--- src/rtl/rxarb_pkg.sv ---
package rxarb_pkg;
    localparam int REG_W  = 32;
    localparam int BE_W   = REG_W / 8;
    localparam int ADDR_W = 3;
    localparam int MB_MAX = 32;
    localparam int SLOT_W = $clog2(MB_MAX);

    typedef enum logic [ADDR_W-1:0] {
        REG_PROT  = 3'd0,
        REG_LEVEL = 3'd1,
        REG_IEN   = 3'd2,
        REG_PEND  = 3'd3,
        REG_LOST  = 3'd4
    } reg_sel_e;

    typedef struct packed {
        logic              hit;
        logic              ovw;
        logic [SLOT_W-1:0] slot;
    } pick_t;

    function automatic logic whole_word(input logic [BE_W-1:0] be);
        return &be;
    endfunction
endpackage

--- src/rtl/rxarb_select.sv ---
module rxarb_select
    import rxarb_pkg::*;
#(
    parameter int NUM_MB = 32
) (
    input  logic [NUM_MB-1:0] match,
    input  logic [NUM_MB-1:0] pend,
    input  logic [NUM_MB-1:0] prot,
    output pick_t             pick
);
    // Ascending scan: the last usable match seen is the highest index.
    always_comb begin
        pick = '0;
        for (int i = 0; i < NUM_MB; i++) begin
            if (match[i] && !(pend[i] && prot[i])) begin
                pick.hit  = 1'b1;
                pick.ovw  = pend[i];
                pick.slot = SLOT_W'(i);
            end
        end
    end
endmodule

--- src/rtl/rxarb_flags.sv ---
module rxarb_flags
    import rxarb_pkg::*;
#(
    parameter int NUM_MB = 32
) (
    input  logic              clk,
    input  logic              rst,
    input  logic              store_vld,
    input  logic [SLOT_W-1:0] store_slot,
    input  logic              store_ovw,
    input  logic [NUM_MB-1:0] clr,
    output logic [NUM_MB-1:0] pend_q,
    output logic [NUM_MB-1:0] lost_q
);
    for (genvar g = 0; g < NUM_MB; g++) begin : g_mb
        logic here;
        logic p_r, l_r;
        assign here = store_vld && (store_slot == SLOT_W'(g));
        always_ff @(posedge clk) begin
            if (rst) begin
                p_r <= 1'b0;
                l_r <= 1'b0;
            end else begin
                p_r <= (p_r & ~clr[g]) | here;
                l_r <= (l_r & ~clr[g]) | (here & store_ovw);
            end
        end
        assign pend_q[g] = p_r;
        assign lost_q[g] = l_r;
    end
endmodule

--- src/rtl/rxarb_regs.sv ---
module rxarb_regs
    import rxarb_pkg::*;
#(
    parameter int NUM_MB = 32
) (
    input  logic              clk,
    input  logic              rst,
    input  logic              wr_en,
    input  logic [ADDR_W-1:0] wr_addr,
    input  logic [BE_W-1:0]   wr_be,
    input  logic [REG_W-1:0]  wr_data,
    output logic [NUM_MB-1:0] prot_q,
    output logic [NUM_MB-1:0] lvl_q,
    output logic [NUM_MB-1:0] ien_q
);
    logic     take;
    reg_sel_e sel;
    assign take = wr_en && whole_word(wr_be);
    assign sel  = reg_sel_e'(wr_addr);

    always_ff @(posedge clk) begin
        if (rst) begin
            prot_q <= '0;
            lvl_q  <= '0;
            ien_q  <= '0;
        end else if (take) begin
            case (sel)
                REG_PROT:  prot_q <= wr_data[NUM_MB-1:0];
                REG_LEVEL: lvl_q  <= wr_data[NUM_MB-1:0];
                REG_IEN:   ien_q  <= wr_data[NUM_MB-1:0];
                default: ;
            endcase
        end
    end
endmodule

--- src/rtl/rxarb_irq.sv ---
module rxarb_irq #(
    parameter int NUM_MB = 32
) (
    input  logic [NUM_MB-1:0] pend,
    input  logic [NUM_MB-1:0] ien,
    input  logic [NUM_MB-1:0] lvl,
    output logic              irq0,
    output logic              irq1
);
    always_comb begin
        irq0 = 1'b0;
        irq1 = 1'b0;
        for (int i = 0; i < NUM_MB; i++) begin
            if (pend[i] && ien[i]) begin
                if (lvl[i]) irq1 = 1'b1;
                else        irq0 = 1'b1;
            end
        end
    end
endmodule

--- src/rtl/rx_ovw_arbiter.sv ---
module rx_ovw_arbiter
    import rxarb_pkg::*;
#(
    parameter int NUM_MB = 32,
    localparam int IDX_W = (NUM_MB > 1) ? $clog2(NUM_MB) : 1
) (
    input  logic              clk,
    input  logic              rst,
    input  logic              frame_vld,
    input  logic [NUM_MB-1:0] match,
    input  logic [NUM_MB-1:0] clr_pend,
    input  logic              wr_en,
    input  logic [ADDR_W-1:0] wr_addr,
    input  logic [BE_W-1:0]   wr_be,
    input  logic [REG_W-1:0]  wr_data,
    input  logic [ADDR_W-1:0] rd_addr,
    output logic [REG_W-1:0]  rd_data,
    output logic              store_vld,
    output logic [IDX_W-1:0]  store_idx,
    output logic              irq_line0,
    output logic              irq_line1
);
    pick_t             pick;
    logic [NUM_MB-1:0] pend_q, lost_q, prot_q, lvl_q, ien_q;

    rxarb_select #(.NUM_MB(NUM_MB)) u_sel (
        .match(match), .pend(pend_q), .prot(prot_q), .pick(pick)
    );

    assign store_vld = frame_vld & pick.hit;
    assign store_idx = pick.slot[IDX_W-1:0];

    rxarb_flags #(.NUM_MB(NUM_MB)) u_flags (
        .clk(clk), .rst(rst), .store_vld(store_vld), .store_slot(pick.slot),
        .store_ovw(pick.ovw), .clr(clr_pend), .pend_q(pend_q), .lost_q(lost_q)
    );

    rxarb_regs #(.NUM_MB(NUM_MB)) u_regs (
        .clk(clk), .rst(rst), .wr_en(wr_en), .wr_addr(wr_addr), .wr_be(wr_be),
        .wr_data(wr_data), .prot_q(prot_q), .lvl_q(lvl_q), .ien_q(ien_q)
    );

    rxarb_irq #(.NUM_MB(NUM_MB)) u_irq (
        .pend(pend_q), .ien(ien_q), .lvl(lvl_q), .irq0(irq_line0), .irq1(irq_line1)
    );

    always_comb begin
        case (reg_sel_e'(rd_addr))
            REG_PROT:  rd_data = REG_W'(prot_q);
            REG_LEVEL: rd_data = REG_W'(lvl_q);
            REG_IEN:   rd_data = REG_W'(ien_q);
            REG_PEND:  rd_data = REG_W'(pend_q);
            REG_LOST:  rd_data = REG_W'(lost_q);
            default:   rd_data = '0;
        endcase
    end
endmodule

--- config.mk ---
export PLATFORM = sky130hd
export DESIGN_NAME = rx_ovw_arbiter
export DESIGN_NICKNAME = d
export VERILOG_FILES = /design/src/rtl/rxarb_pkg.sv /design/src/rtl/rxarb_select.sv /design/src/rtl/rxarb_flags.sv /design/src/rtl/rxarb_regs.sv /design/src/rtl/rxarb_irq.sv /design/src/rtl/rx_ovw_arbiter.sv
export SDC_FILE = /design/constraint.sdc
export NUM_CORES = 1
export LEC_CHECK = 0
export BUFFER_PORTS_ARGS = -buffer_cell sky130_fd_sc_hd__buf_2
export CAP_MARGIN = 20
export CORE_MARGIN = 2
export CORE_UTILIZATION = 52
export CTS_BUF_LIST = sky130_fd_sc_hd__clkbuf_4 sky130_fd_sc_hd__clkbuf_8 sky130_fd_sc_hd__clkbuf_16
export DETAILED_ROUTE_END_ITERATION = 16
export PLACE_DENSITY = 0.75
export SYNTH_ARGS = -nofsm -noshare
export SYNTH_HDL_FRONTEND = slang
export SYNTH_SLANG_ARGS = --single-unit
--- constraint.sdc ---
create_clock -name clk -period 4.4 [get_ports clk]
set_input_delay 0 -clock clk [delete_from_list [all_inputs] [get_ports clk]]
set_output_delay 0 -clock clk [all_outputs]
set_load 0.05 [all_outputs]
Word-level counts from Yosys, hierarchy flattened
Index checks and enable logic that the tools add are counted.

word-level totals
  flip-flop bits (word level) = 160
  word-level logic and storage cells = 626

cells by class
  equal/unequal tests = 37
  mux-type cells = 161
  bitwise gates (word level) = 193
  reductions and logical operators = 168

operators by type and width
  kind                                            number
  2-to-1 mux 7 bit                                32
  case mux 32 bit (5 select lines)                1
  logical AND 1 bit                               129
  2-to-1 mux 1 bit                                128
  bitwise AND 1 bit                               97
  == test 5 bit (second input constant)           16
  OR 1 bit                                        64
  == test 5 x 4 -> 1 bit (second input constant)  8
  zero test 1 bit                                 32
  NOT 1 bit                                       32
  == test 5 x 3 -> 1 bit (second input constant)  4
  == test 5 x 2 -> 1 bit (second input constant)  2
  == test 3 x 2 -> 1 bit (second input constant)  3
  == test 3 x 1 -> 1 bit (second input constant)  2
  zero test 3 bit                                 2
  AND reduction 2 bit                             3
  == test 5 x 1 -> 1 bit (second input constant)  1
  zero test 5 bit                                 1
  AND reduction 4 bit                             1
  == test 3 bit (second input constant)           1

Depth between registers and ports, before layout
  depth in word-level cells = 64
  mapped depth = 9
  depth with buffers taken out = 8

Hierarchy
From an unflattened synthesis, not the netlist that was laid out.

second synthesis, totals
  cell total of the unflattened synthesis = 1073
  area, all modules = 9815.7 um^2

modules (own cells, without submodules)
  module          times used  cells an instance  area an instance (um^2)  seq. area each (um^2)
  rxarb_regs      1           352                3892.5                   1921.8
  rxarb_flags     1           285                2900.3                   1281.2
  rx_ovw_arbiter  1           159                1372.6                   0.0
  rxarb_select    1           182                1166.1                   0.0
  rxarb_irq       1           95                 484.2                    0.0

Worst setup path after synthesis
OpenSTA, ideal clock, no wires.

  kind = register to register
  start point = register u_flags.g_mb[29].p_r
  end point = register u_flags.g_mb[0].p_r
  library setup time = 0.087 ns
  arrival time = 2.260 ns
  data required time = 4.313 ns
  slack = 2.053 ns
  cell stages (with the launch flop) = 8
  path buffers = 0
  clock period less this slack = 2.347 ns
  cells stage by stage = dfxtp_1 -> a21boi_1 -> or4_4 -> nor2_4 -> nand2_1 -> nand4b_1 -> or2_1 -> o31ai_1

between the ends
  word-level cells in the longest chain between the ends = 9

RTL lines
  item                            line                  source
  from (decl)                     rxarb_flags.sv:17     logic p_r, l_r;
  from (signal assigned)          rxarb_flags.sv:24     p_r <= (p_r & ~clr[g]) | here;
  logical AND 1 bit               rxarb_select.sv:15    if (match[i] && !(pend[i] && prot[i])) begin
  zero test 1 bit                 rxarb_select.sv:15
  logical AND 1 bit               rxarb_select.sv:15
  2-to-1 mux 7 bit (3 in series)  rxarb_select.sv:15
  via store_idx[4]                rx_ovw_arbiter.sv:19  output logic [IDX_W-1:0] store_idx,
  zero test 5 bit                 rxarb_flags.sv:18     assign here = store_vld && (store_slot == SLOT_W'(g));
  logical AND 1 bit               rxarb_flags.sv:18
  OR 1 bit                        rxarb_flags.sv:24
  to (signal assigned)            rxarb_flags.sv:24
  to (decl)                       rxarb_flags.sv:17

The timed path passes the listed nets, and every way through them passes these cells.
A chain may end at the register's enable or synchronous reset.

Worst setup path after layout
  start point = register u_flags.g_mb[14].p_r
  end point = register u_flags.g_mb[17].l_r

between the ends
  word-level cells in the longest chain between the ends = 25

RTL lines
  item                                                line                                     source
  from (decl)                                         rxarb_flags.sv:17
  from (signal assigned)                              rxarb_flags.sv:24
  logical AND 1 bit                                   rxarb_select.sv:15
  zero test 1 bit                                     rxarb_select.sv:15
  logical AND 1 bit                                   rxarb_select.sv:15
  2-to-1 mux 7 bit * (18 in series)                   rxarb_select.sv:15
  == test 5 bit or bitwise AND 1 bit (tied branches)  rxarb_flags.sv:18, rx_ovw_arbiter.sv:30
  logical AND 1 bit                                   rxarb_flags.sv:18
  bitwise AND 1 bit *                                 rxarb_flags.sv:25                        l_r <= (l_r & ~clr[g]) | (here & store_ovw);
  OR 1 bit *                                          rxarb_flags.sv:25
  to (signal assigned)                                rxarb_flags.sv:25
  to (decl)                                           rxarb_flags.sv:17

Mark *: on every way between the ends. The rest lies on a longest branch, timed or not.

==> results.md <==
* Synth top cells by count: 326 x nand2_1, 160 x dfxtp_1, 111 x a21oi_1
* Mux cell area share after synthesis at 3.81%
* R2R Setup Slk at 1.45 ns
* Worst hold path class: primary input to register
* CP arrival at approximately 3.3 ns
* CTS tree: yes
* Slowest stage cell, crit path: a221oi_1
* Max incr delay on CP at 0.44 ns
* Overall routed net length at 31600 um
* Setup ws final at 1.45 ns
* Cts repair resizes at 0
* Syn. warnings at 0
* Wire length on met1 at 12700 um
* Via count at between 9k and 10k
* Sink Count at 160
* Max VDD drop at 252 uV
* Xor-xnor portion of the synthesized cell area at 0%
* Unrepaired setup endpoints after global routing: no
* Crit share post-route at 67.1%
* Cell Area, Synth at roughly 0.0084 mm^2
* Met2 wire length at ~14000 um
* Fin. Hold Viols at 0
* Die X at about 130 um
* Post-synthesis simple-gate area fraction at 26.6%
* Initial antenna violation count at 1
* Leak pwr at roughly 3.8 nW
* Yosys cell types at a little under 70
* Vias in the first global route at 8860
* P&R area growth vs syn at 25.9%
* Post-synthesis sequential area ratio at 38.0%
* Largest family of logic cells by synthesized area: compound AO/OA/AOI/OAI gates
* WL/cell at a little over 20 um
* Type of the worst setup path: register to register
* Fmax at around 0.34 GHz
* First-pass GRT wire length at 48400 um
* Main synth FF type: dfxtp_1
* Worst path top cell family by delay: compound AO/OA/AOI/OAI gates
* Largest net degree at the start of global routing at between 70 and 80
* Post-CTS Setup Bufs at 0
* Slew Limit Headroom at 39.9%
* Syn_area_per_cell at 7.43 um^2
* PortBufs at 149
* CTS Hold Bufs at 65
* RePlAce Congestion at about 1
* Htree depth at 4
* CP Max Fanout at 9
* Antenna viol nets, final at 0
* GRT Util Overall at 35.7%
* Core area at 0.0159 mm^2
* Setup Viol. Count Final at 0
* Die H at 131 um
* Clock skew at 0.0166 ns
* Setup crit end kind: register
* Worst-Skew Late Latency at 0.45 ns
* Uppermost layer routed: met4
* Asr flop ratio synth at 0%
* Slew Viols, Final at 0
* Post-DP HPWL at 21900 um
* DR iter-0 viols at 1089
* FF+latch count, synth at 160
* FP Rows at 46
* Metal3 WL at 3110 um
* Nets at between 1k and 1.5k
* Worst path cell trace: a21boi_1 > a221oi_1 > o221ai_1 > a311oi_1 > o31a_1 > nand3_1 > o21ai_0
* Crit path buffers/inverters at 0
* Post-synth EDFFs at 0
* PwrDens at 314 mW/mm^2
* Dpl ws at 1.63 ns
* Clock Tree Root: clkbuf_16
* Inserted Clock Buffers at 17
* Synth area leader: dfxtp_1
* Compound-cell area share of the yosys netlist at between 20% and 30%
* IO Pins at 150
* Max clock buf depth at 2
* Clock Pin Slew Worst Setup and Hold Paths at roughly 0.07 ns
* Starting Density at 53.1%
* Fin util at 66.8%
* Tmin final at 2.95 ns
* Layout cells sized above 1 at 17.4%
* GRT overflow at 0
* Drt pass-1 iters at 5
* Via density at 6.14
* Worst slew pin tran at 0.902 ns
* Synth Area in Adders at 0%
* Synth top area share at 38.0%
* Status: finished, final reports clean
* WHS at 0.112 ns
* Dominant cells by area after synthesis: dfxtp_1 38%, nand2_1 15%, a21oi_1 6.6%
* Most common cell in the synthesized netlist: nand2_1
* Post-route setup TNS at 0 ns
* Total die area at 0.0173 mm^2
* Setup crit start kind: register
* Maxcap violations at 0
* Worst Path Required at 4.76 ns
* # DRC at 0
* Syn Nets at 1245
* Synthesized instance count at 1135
per-layer routing:
layer	track usage (%)	vias to the layer above
li1	-	4416
met3	7.33	94
met4	14.3	0
met2	58.4	563
met1	46.4	4444
met5	0	-
sequential cells by signal, indices dropped and copies added, names as in the netlist:
signal and count:
u_flags.g_mb.p_r 32, u_regs.ien_q 32, u_regs.lvl_q 32, u_regs.prot_q 32, u_flags.g_mb.l_r 32
area by class of cell:
class | count | area, um^2
fill | 1409 | 5270
multi-input combinational | 887 | 4910
sequential | 160 | 3200
timing repair buffer | 226 | 1510
clock buffer | 19 | 447
tap | 216 | 270
clock inverter | 13 | 163
inverter | 29 | 109
antenna | 1 | 2.50
placed cells by master (no fill, tap or decap), types with 6 or more instances in the layout:
cell,n
a21oi_1,111
dfxtp_1,160
dlygate4sd3_1,65
clkbuf_16,17
nand4_1,11
o22ai_1,19
o21ai_0,80
nor3_1,9
mux2i_1,31
nand3_1,45
buf_4,11
inv_1,29
nand2b_1,12
a221o_1,31
or3_1,6
a21boi_0,18
nor4_1,7
nand2_1,326
nor2_1,49
a21boi_1,9
buf_2,148
a21bo_2,9
nand3b_1,7
o32ai_1,14
final timing paths:
kind | from | endpoint | depth (start not counted)
max reg2reg | u_flags.g_mb[14].p_r$_SDFF_PP0_ | u_flags.g_mb[17].l_r$_SDFF_PP0_ | 7
min | match[31] | u_flags.g_mb[31].p_r$_SDFF_PP0_ | 4
min reg2reg | u_flags.g_mb[1].l_r$_SDFF_PP0_ | u_flags.g_mb[1].l_r$_SDFF_PP0_ | 2
max | u_flags.g_mb[14].p_r$_SDFF_PP0_ | u_flags.g_mb[17].l_r$_SDFF_PP0_ | 7
kinds of logic (layout without fill, tap and decap cells):
| kind of cell | Yosys count | in the layout |
|---|---|---|
| simple gates | 510 | 510 |
| compound gates | 345 | 345 |
| flops | 160 | 160 |
| buf+inv | 88 | 287 |
| mux | 32 | 32 |
| other cells | 0 | 1 |
worst min-delay path: stages:
cell,delay [ns]
buf_2,0.11
a21boi_2,0.20
a21oi_1,0.16
nor2_1,0.04
metrics by stage:
| stage | std cells | instance area, um^2 | total power (W) |
|---|---|---|---|
| after global placement | 1452 | 9340 | 0.00176 |
| after floorplan | 1135 | 8430 | 0.00164 |
| final | 1551 | 10600 | 0.00334 |
| after global routing | 1550 | 10600 | 0.00341 |
| after detailed placement | 1452 | 9340 | 0.00176 |
| after CTS | 1549 | 10600 | 0.00332 |
power breakdown:
part           internal [W]  switching (W)
Combinational      0.000132       0.000197
Sequential          0.00145     0.00000561
Clock              0.000914       0.000635
Note: power is estimated with default switching activity, not from simulation.
